`src/rtl/tap_scan_pkg.sv`:
```
package tap_scan_pkg;

  localparam int IR_W = 3;

  localparam logic [IR_W-1:0] OP_PINDRIVE = 3'b000;
  localparam logic [IR_W-1:0] OP_IDENT    = 3'b001;
  localparam logic [IR_W-1:0] OP_SAMPLE   = 3'b010;
  localparam logic [IR_W-1:0] OP_SAMPLEZ  = 3'b011;
  localparam logic [IR_W-1:0] OP_BYPASS   = 3'b111;
  localparam logic [IR_W-1:0] IR_CAPTURE  = 3'b001;

  typedef enum logic [3:0] {
    ST_RESET, ST_IDLE,
    ST_SEL_DR, ST_CAP_DR, ST_SHF_DR, ST_EX1_DR, ST_PAU_DR, ST_EX2_DR, ST_UPD_DR,
    ST_SEL_IR, ST_CAP_IR, ST_SHF_IR, ST_EX1_IR, ST_PAU_IR, ST_EX2_IR, ST_UPD_IR
  } tapState_e;

  typedef struct packed {
    logic inReset;
    logic capIr;
    logic shfIr;
    logic updIr;
    logic capDr;
    logic shfDr;
    logic updDr;
  } tapStrobe_t;

  function automatic logic [1:0] widthCode(input int dataWidth);
    case (dataWidth)
      9:       return 2'b00;
      18:      return 2'b01;
      36:      return 2'b10;
      default: return 2'b11;
    endcase
  endfunction

endpackage

```
`src/rtl/tap_ctrl.sv`:
```
module tap_ctrl
  import tap_scan_pkg::*;
(
  input  logic       tck,
  input  logic       trstN,
  input  logic       tms,
  output tapState_e  state,
  output tapStrobe_t strb
);

  tapState_e nextState;

  always_comb begin
    nextState = state;
    case (state)
      ST_RESET:  nextState = tms ? ST_RESET  : ST_IDLE;
      ST_IDLE:   nextState = tms ? ST_SEL_DR : ST_IDLE;
      ST_SEL_DR: nextState = tms ? ST_SEL_IR : ST_CAP_DR;
      ST_CAP_DR: nextState = tms ? ST_EX1_DR : ST_SHF_DR;
      ST_SHF_DR: nextState = tms ? ST_EX1_DR : ST_SHF_DR;
      ST_EX1_DR: nextState = tms ? ST_UPD_DR : ST_PAU_DR;
      ST_PAU_DR: nextState = tms ? ST_EX2_DR : ST_PAU_DR;
      ST_EX2_DR: nextState = tms ? ST_UPD_DR : ST_SHF_DR;
      ST_UPD_DR: nextState = tms ? ST_SEL_DR : ST_IDLE;
      ST_SEL_IR: nextState = tms ? ST_RESET  : ST_CAP_IR;
      ST_CAP_IR: nextState = tms ? ST_EX1_IR : ST_SHF_IR;
      ST_SHF_IR: nextState = tms ? ST_EX1_IR : ST_SHF_IR;
      ST_EX1_IR: nextState = tms ? ST_UPD_IR : ST_PAU_IR;
      ST_PAU_IR: nextState = tms ? ST_EX2_IR : ST_PAU_IR;
      ST_EX2_IR: nextState = tms ? ST_UPD_IR : ST_SHF_IR;
      ST_UPD_IR: nextState = tms ? ST_SEL_DR : ST_IDLE;
      default:   nextState = ST_RESET;
    endcase
  end

  // asynchronous reset and the all-ones path both land in ST_RESET
  always_ff @(posedge tck or negedge trstN) begin
    if (!trstN) state <= ST_RESET;
    else        state <= nextState;
  end

  always_comb begin
    strb.inReset = (state == ST_RESET);
    strb.capIr   = (state == ST_CAP_IR);
    strb.shfIr   = (state == ST_SHF_IR);
    strb.updIr   = (state == ST_UPD_IR);
    strb.capDr   = (state == ST_CAP_DR);
    strb.shfDr   = (state == ST_SHF_DR);
    strb.updDr   = (state == ST_UPD_DR);
  end

endmodule

```
`src/rtl/tap_data.sv`:
```
module tap_data
  import tap_scan_pkg::*;
#(
  parameter int          NUM_PINS  = 8,
  parameter int          NUM_PAD   = 2,
  parameter bit          HAS_ID    = 1'b1,
  parameter logic [3:0]  DIE_REV   = 4'h2,
  parameter logic [10:0] VENDOR_ID = 11'h0A5,
  parameter int          IO_WIDTH  = 18
) (
  input  logic                tck,
  input  logic                trstN,
  input  logic                tdi,
  input  tapStrobe_t          strb,
  input  logic [NUM_PINS-1:0] pinLevel,
  input  logic [NUM_PINS-1:0] funcOut,
  input  logic [NUM_PINS-1:0] funcOe,
  output logic                tdo,
  output logic                tdoOe,
  output logic [NUM_PINS-1:0] pinOut,
  output logic [NUM_PINS-1:0] pinOe,
  output logic [IR_W-1:0]     instr
);

  localparam int CHAIN = NUM_PINS + NUM_PAD;
  localparam logic [IR_W-1:0] RESET_OP = HAS_ID ? OP_IDENT : OP_BYPASS;
  localparam logic [31:0] ID_WORD = {DIE_REV, 14'd0, widthCode(IO_WIDTH), VENDOR_ID, 1'b1};

  logic [IR_W-1:0]     irShift;
  logic                bypassBit;
  logic [CHAIN-1:0]    bsr;
  logic [CHAIN-1:0]    capVec;
  logic [NUM_PINS-1:0] pinLatch;
  logic                idSer;
  logic                selBsr, selId, selByp;
  logic                serOut;

  // Instruction path
  always_ff @(posedge tck or negedge trstN) begin
    if (!trstN) begin
      irShift <= '0;
      instr   <= RESET_OP;
    end else begin
      if (strb.capIr)      irShift <= IR_CAPTURE;
      else if (strb.shfIr) irShift <= {tdi, irShift[IR_W-1:1]};
      if (strb.inReset)    instr <= RESET_OP;
      else if (strb.updIr) instr <= irShift;
    end
  end

  // Decode; undefined codes fall through to bypass
  always_comb begin
    selBsr = (instr == OP_PINDRIVE) || (instr == OP_SAMPLE) || (instr == OP_SAMPLEZ);
    selId  = HAS_ID && (instr == OP_IDENT);
    selByp = !selBsr && !selId;
  end

  // Bypass stage
  always_ff @(posedge tck or negedge trstN) begin
    if (!trstN)                     bypassBit <= 1'b0;
    else if (strb.capDr && selByp)  bypassBit <= 1'b0;
    else if (strb.shfDr && selByp)  bypassBit <= tdi;
  end

  // Identification word
  generate
    if (HAS_ID) begin : g_id
      logic [31:0] idReg;
      always_ff @(posedge tck or negedge trstN) begin
        if (!trstN)                   idReg <= '0;
        else if (strb.capDr && selId) idReg <= ID_WORD;
        else if (strb.shfDr && selId) idReg <= {tdi, idReg[31:1]};
      end
      assign idSer = idReg[0];
    end else begin : g_noid
      assign idSer = 1'b0;
    end
  endgenerate

  // Boundary capture cells: pin cells then placeholder cells
  generate
    for (genvar i = 0; i < CHAIN; i++) begin : g_cell
      if (i < NUM_PINS) begin : g_pin
        assign capVec[i] = pinLevel[i];
      end else begin : g_pad
        assign capVec[i] = 1'b1;
      end
    end
  endgenerate

  // Boundary chain and pin-cell update latch
  always_ff @(posedge tck or negedge trstN) begin
    if (!trstN) begin
      bsr      <= '0;
      pinLatch <= '0;
    end else begin
      if (strb.capDr && selBsr)      bsr <= capVec;
      else if (strb.shfDr && selBsr) bsr <= {tdi, bsr[CHAIN-1:1]};
      if (strb.updDr && selBsr)      pinLatch <= bsr[NUM_PINS-1:0];
    end
  end

  always_comb begin
    if (strb.shfIr)  serOut = irShift[0];
    else if (selBsr) serOut = bsr[0];
    else if (selId)  serOut = idSer;
    else             serOut = bypassBit;
  end

  // Falling-edge output stage
  always_ff @(negedge tck or negedge trstN) begin
    if (!trstN) begin
      tdo   <= 1'b0;
      tdoOe <= 1'b0;
    end else begin
      tdo   <= serOut;
      tdoOe <= strb.shfIr || strb.shfDr;
    end
  end

  // Pin control
  always_comb begin
    pinOut = (instr == OP_PINDRIVE) ? pinLatch : funcOut;
    if (instr == OP_PINDRIVE)     pinOe = '1;
    else if (instr == OP_SAMPLEZ) pinOe = '0;
    else                          pinOe = funcOe;
  end

endmodule

```
`src/rtl/tap_scan_top.sv`:
```
module tap_scan_top
  import tap_scan_pkg::*;
#(
  parameter int          NUM_PINS  = 8,
  parameter int          NUM_PAD   = 2,
  parameter bit          HAS_ID    = 1'b1,
  parameter logic [3:0]  DIE_REV   = 4'h2,
  parameter logic [10:0] VENDOR_ID = 11'h0A5,
  parameter int          IO_WIDTH  = 18
) (
  input  logic                tck,
  input  logic                trstN,
  input  logic                tms,
  input  logic                tdi,
  output logic                tdo,
  output logic                tdoOe,
  input  logic [NUM_PINS-1:0] pinLevel,
  input  logic [NUM_PINS-1:0] funcOut,
  input  logic [NUM_PINS-1:0] funcOe,
  output logic [NUM_PINS-1:0] pinOut,
  output logic [NUM_PINS-1:0] pinOe
);

  tapState_e       ctrlState;
  tapStrobe_t      strb;
  logic [IR_W-1:0] instr;

  tap_ctrl ctrl_i (
    .tck   (tck),
    .trstN (trstN),
    .tms   (tms),
    .state (ctrlState),
    .strb  (strb)
  );

  tap_data #(
    .NUM_PINS  (NUM_PINS),
    .NUM_PAD   (NUM_PAD),
    .HAS_ID    (HAS_ID),
    .DIE_REV   (DIE_REV),
    .VENDOR_ID (VENDOR_ID),
    .IO_WIDTH  (IO_WIDTH)
  ) data_i (
    .tck      (tck),
    .trstN    (trstN),
    .tdi      (tdi),
    .strb     (strb),
    .pinLevel (pinLevel),
    .funcOut  (funcOut),
    .funcOe   (funcOe),
    .tdo      (tdo),
    .tdoOe    (tdoOe),
    .pinOut   (pinOut),
    .pinOe    (pinOe),
    .instr    (instr)
  );

endmodule

```
`config.mk`:
```
export PLATFORM = sky130hd
export DESIGN_NAME = tap_scan_top
export DESIGN_NICKNAME = d
export VERILOG_FILES = /design/src/rtl/tap_scan_pkg.sv /design/src/rtl/tap_ctrl.sv /design/src/rtl/tap_data.sv /design/src/rtl/tap_scan_top.sv
export SDC_FILE = /design/constraint.sdc
export NUM_CORES = 1
export LEC_CHECK = 0
export BUFFER_PORTS_ARGS = -buffer_cell sky130_fd_sc_hd__buf_2
export CAP_MARGIN = 5
export CORE_UTILIZATION = 55
export DETAILED_ROUTE_END_ITERATION = 10
export GPL_ROUTABILITY_DRIVEN = 0
export PLACE_DENSITY = 0.85
export REMOVE_ABC_BUFFERS = 1
export SLEW_MARGIN = 30
export SYNTH_ARGS = -nofsm -noshare
export SYNTH_HDL_FRONTEND = slang
export SYNTH_HIERARCHICAL = 1
export SYNTH_SLANG_ARGS = --single-unit
export TNS_END_PERCENT = 30
```
`constraint.sdc`:
```
create_clock -name tck -period 3 [get_ports tck]
set_input_delay 0 -clock tck [delete_from_list [all_inputs] [get_ports tck]]
set_output_delay 0 -clock tck [all_outputs]
set_load 0.05 [all_outputs]
```
Word level (Yosys, flattened, before mapping)
Cells that the tools add are included.
Operators by class
  reduce and logical (&&, ||, !) cells: 23
  mux-type cells: 29
  equal/unequal tests: 18
Operators by type and width (count)
  $mux W32: 2
  $pmux W4 S12: 1
  $eq A4 B4 Y1 const B: 8
  $mux W8: 3
  $mux W10: 2
  $mux W3: 6
  $eq A4 B3 Y1 const B: 4
  $mux W4: 4
  $reduce_bool A2 Y1: 5
  $eq A4 B2 Y1 const B: 2
  $logic_and A1 B1 Y1: 8
  $mux W1: 8
  $eq A3 B2 Y1 const B: 2
  $mux W2: 3
  $eq A4 B1 Y1 const B: 1
  $logic_not A4 Y1: 1
  $reduce_or A2 Y1: 2
  $eq A3 B1 Y1 const B: 1
  $logic_not A3 Y1: 1
  $logic_or A1 B1 Y1: 3
  $reduce_or A3 Y1: 1
  $logic_not A1 Y1: 2
Storage, ports and cells
  input bits: 28
  register bits after elaboration: 63

Longest topological paths before layout
  depth in word-level cells: 8
  depth in mapped cells: 8
  mapped depth without buffers: 5

Hierarchy
Netlist, hierarchy kept.
Modules (own cells, without submodules)
  tap_data: area each 2925.3 µm², times used 1, cells an instance 235, sequential area each 1477.7 µm²
  tap_ctrl: area each 340.3 µm², times used 1, cells an instance 46, sequential area each 100.1 µm²

==> metrics.md <==
| Metric | Value |
|---|---|
| Area of the die | 0.00625 mm^2 |
| Vias after detailed routing | 2247 |
| Worst Tran Pin Value | 755 ps |
| Synth warnings | 6 |
| Leading post-synthesis cells by instance count | dfrtp_1, nor2_1, mux2_2, nor2b_1, mux2_4 |
| Most frequent cell after synthesis | dfrtp_1 |
| Setup repair after global routing missed its margin | false |
| Run status | completed |
| First-pass GRT wire length | 10400 um |
| Relative slew slack | 49.6% |
| Sequential fraction of the synthesis area | 48.3% |
| Power Internal | 2.32 mW |
| Count of cell types in the netlist | 41 |
| Number of cell rows | 27 |
| Kind of path behind the tightest hold check | input pin to flop |
| Initial Util | 58.2% |
| Global-route total usage across every layer | 22.2% |
| Critical path data required time | 1670 ps |
| Hold Vio Cnt, Final | 0 |
| Die height | 79.1 um |
| Crit start category | flop |
| Sequential fraction of design power | 34.5% |
| Synth-to-Final Area Change | 16.8% |
| CTS H-tree lvls | 3 |
| Maximum net fanout on the critical path | 4 |
| Clock latency on the worst-skew pair | 340 ps |
| Arrival time worst endpoint | 1380 ps |
| Top-level I/O count | 46 |
| Wire length after detailed routing | 6260 um |
| Post-detailed-route wirelength per cell | 15.1 um |
| Top cell type by total area after synthesis | dfrtp_1 |
| Antenna violations before repair | 0 |
| Largest cells by area after synthesis | dfrtp_1, mux2_4, mux2_2 |
| Vias in the first global route | 2282 |
| Detailed placement HPWL | 4070 um |
| Max_cap viols | 0 |
| Number of max-slew violations in the final report | 0 |
| Detailed Routing Iterations Pass 1 | 4 |
| Crit Path Category | flop to flop |
| Largest net degree at the start of global routing | 62 |
| Routed via count divided by cell count | 5.44 |
| Count of instances resized after the clock tree is built | 0 |
| Cell count after placement | 392 |
| Metal-1 WL | 2840 um |
| Endpoint class of the critical path | flop |
| Number of diodes | 0 |
| Detailed-routed wire length on met2 | 3100 um |
| Post-route setup TNS | 0 ps |
| Post-route insts no fill | 413 |
| Remaining Overflow, GRT | 0 |
| Proportion of register bits with asynchronous set or reset after synthesis | 100% |
| Number of endpoints failing setup at the final stage | 0 |
| Root cell of the clock tree | clkbuf_8 |
| Share of the synthesized area in the top cell type | 46.0% |
| Switching power share of the total | 37.8% |
| Worst hold path stage count | 3 |
| Core box area | 0.00561 mm^2 |
| Number of remaining DRC errors | 0 |
| Amount of wire on met3 after detailed routing | 218 um |
| Number of buffers inserted during clock tree synthesis | 9 |
| Clock edge transition at the registers on the reported setup and hold paths | 70 ps |
| Most common flop cell mapped by yosys | dfrtp_1 |
| Static power due to leakage | 1.98 nW |
| Number of synthesized flops with an enable pin | 0 |
| CTS tree | yes |
| Clock group share of total power | 20.5% |
| Maximum clock insertion buffer count | 2 |
| Pwr dens | 976 mW/mm^2 |
| Highest routed metal layer | met4 |
| Synthesized area | 0.00327 mm^2 |
| Worst Skew | 14.5 ps |
| Avg Inst Size Synth | 11.6 um^2 |
| Count of nets left with antenna violations after detail routing | 0 |
| Port Buf Inserts | 45 |
| Combinational share of power | 45.0% |
| Total clock sinks | 63 |
| FF+latch count, synth | 63 |
| DRC marker count from the first detailed-route iteration | 156 |
| Filler cells | 423 |
| DIE WIDTH | 79.1 um |
| Number of instances in the synthesized netlist | 281 |
| IR Drop Worst-Case VDD | 0.569 mV |
| Ratio of cells with drive above 1 in the final layout | 37.5% |
| # nets final | 364 |
| Worst Reg2Reg Path Length in Cells | 4 |
| Psw | 1.41 mW |
-- sequential cells by signal, indices dropped and copies added (netlist names) --
register / cells
data_i/instr: 3
data_i/g_id.idReg: 32
data_i/tdo: 1
ctrl_i/state: 4
data_i/irShift: 3
data_i/pinLatch: 8
data_i/tdoOe: 1
data_i/bsr: 10
data_i/bypassBit: 1
-- through the flow --
step / cell area, um^2 / total power [mW] / setup slack [ps] / util, % / hold WS, ps
finish: 3810 / 3.72 / 289 / 68.0 / 11.3
global route: 3810 / 3.94 / 201 / 68.0 / 5.33
CTS: 3810 / 3.74 / 300 / 68.0 / 0.605
detailed placement: 3560 / 2.95 / 363 / 63.4 / 272
global placement: 3560 / 2.89 / 401 / 63.4 / 276
floorplan: 3150 / 2.57 / -1760 / - / -296
-- logic make-up (layout without fill, tap and decap cells) --
kind of cell           after synthesis  after routing  share of synthesized area (%)
AOI/OAI and AO/OA                   31             31                           6.74
buffers and inverters               30             90                           4.94
DFF                                 63             63                           48.3
muxes                               70             70                           26.2
and+or+nand+nor                     87             87                           13.8
-- path summary, 6_finish.rpt --
check,slack (ps),end,startpoint
max in group asynchronous,1460,data_i/tdo$_DFF_NN0_,trstN
max reg2reg,290,data_i/tdo$_DFF_NN0_,ctrl_i/state[2]$_DFF_PN0_
min,10,data_i/bsr[5]$_DFFE_PN0P_,pinLevel[5]
min reg2reg,500,data_i/g_id.idReg[31]$_DFFE_PN0P_,data_i/g_id.idReg[31]$_DFFE_PN0P_
min in group asynchronous,440,data_i/pinLatch[3]$_DFFE_PN0P_,trstN
max,290,data_i/tdo$_DFF_NN0_,ctrl_i/state[2]$_DFF_PN0_
-- power groups by stage --
stage / logic [mW] / registers, mW / clock network (mW)
final: 1.68 / 1.29 / 0.762
after global routing: 1.80 / 1.32 / 0.819
after CTS: 1.68 / 1.29 / 0.778
after detailed placement: 1.66 / 1.30 / 0
after global placement: 1.61 / 1.28 / 0
after floorplan: 1.22 / 1.35 / 0
-- cell type report --
type,instances,area (um^2),share of cell area (%)
clock inverters,3,40.0,1.05
inverters,13,48.8,1.28
flip-flops and latches,63,1580,41.4
clock buffers,13,169,4.43
repair buffers,61,358,9.38
multi-input cells,188,1530,40.1
well taps,72,90.1,2.36
-- cell usage in the layout, fill, tap and decap left out, drive strengths merged, types with 3 or more instances in the layout --
cell         netlist  layout
nor3               3       3
nor2b             26      26
nor2              32      32
clkbuf             3      13
a21oi             11      11
buf               14      56
dfrtp             60      60
mux2i             14      14
mux2              56      56
inv               13      13
a31oi              3       3
nand2b             3       3
nand2             15      15
o21ai              4       4
dlygate4sd3        0       5
-- worst max-delay path, cell delays in order, from the launching register on --
cell and delay [ps]:
dfrtp_1 370, nand2b_1 180, nor2_1 230, nor2b_1 190, a21oi_1 70
-- timing repair --
item / 4_1_cts / 5_1_grt
hold buffers: 5 / 0
buffers inserted: 0 / 0
hold endpoints to repair: 66 / 0
-- metal layers --
metal / global-route usage (%) / vias up
li1: - / 1066
met4: 8.18 / 0
met1: 28.1 / 1129
met5: 0 / -
met2: 36.5 / 45
met3: 6.21 / 7
Power figures use the tool's default switching activity.
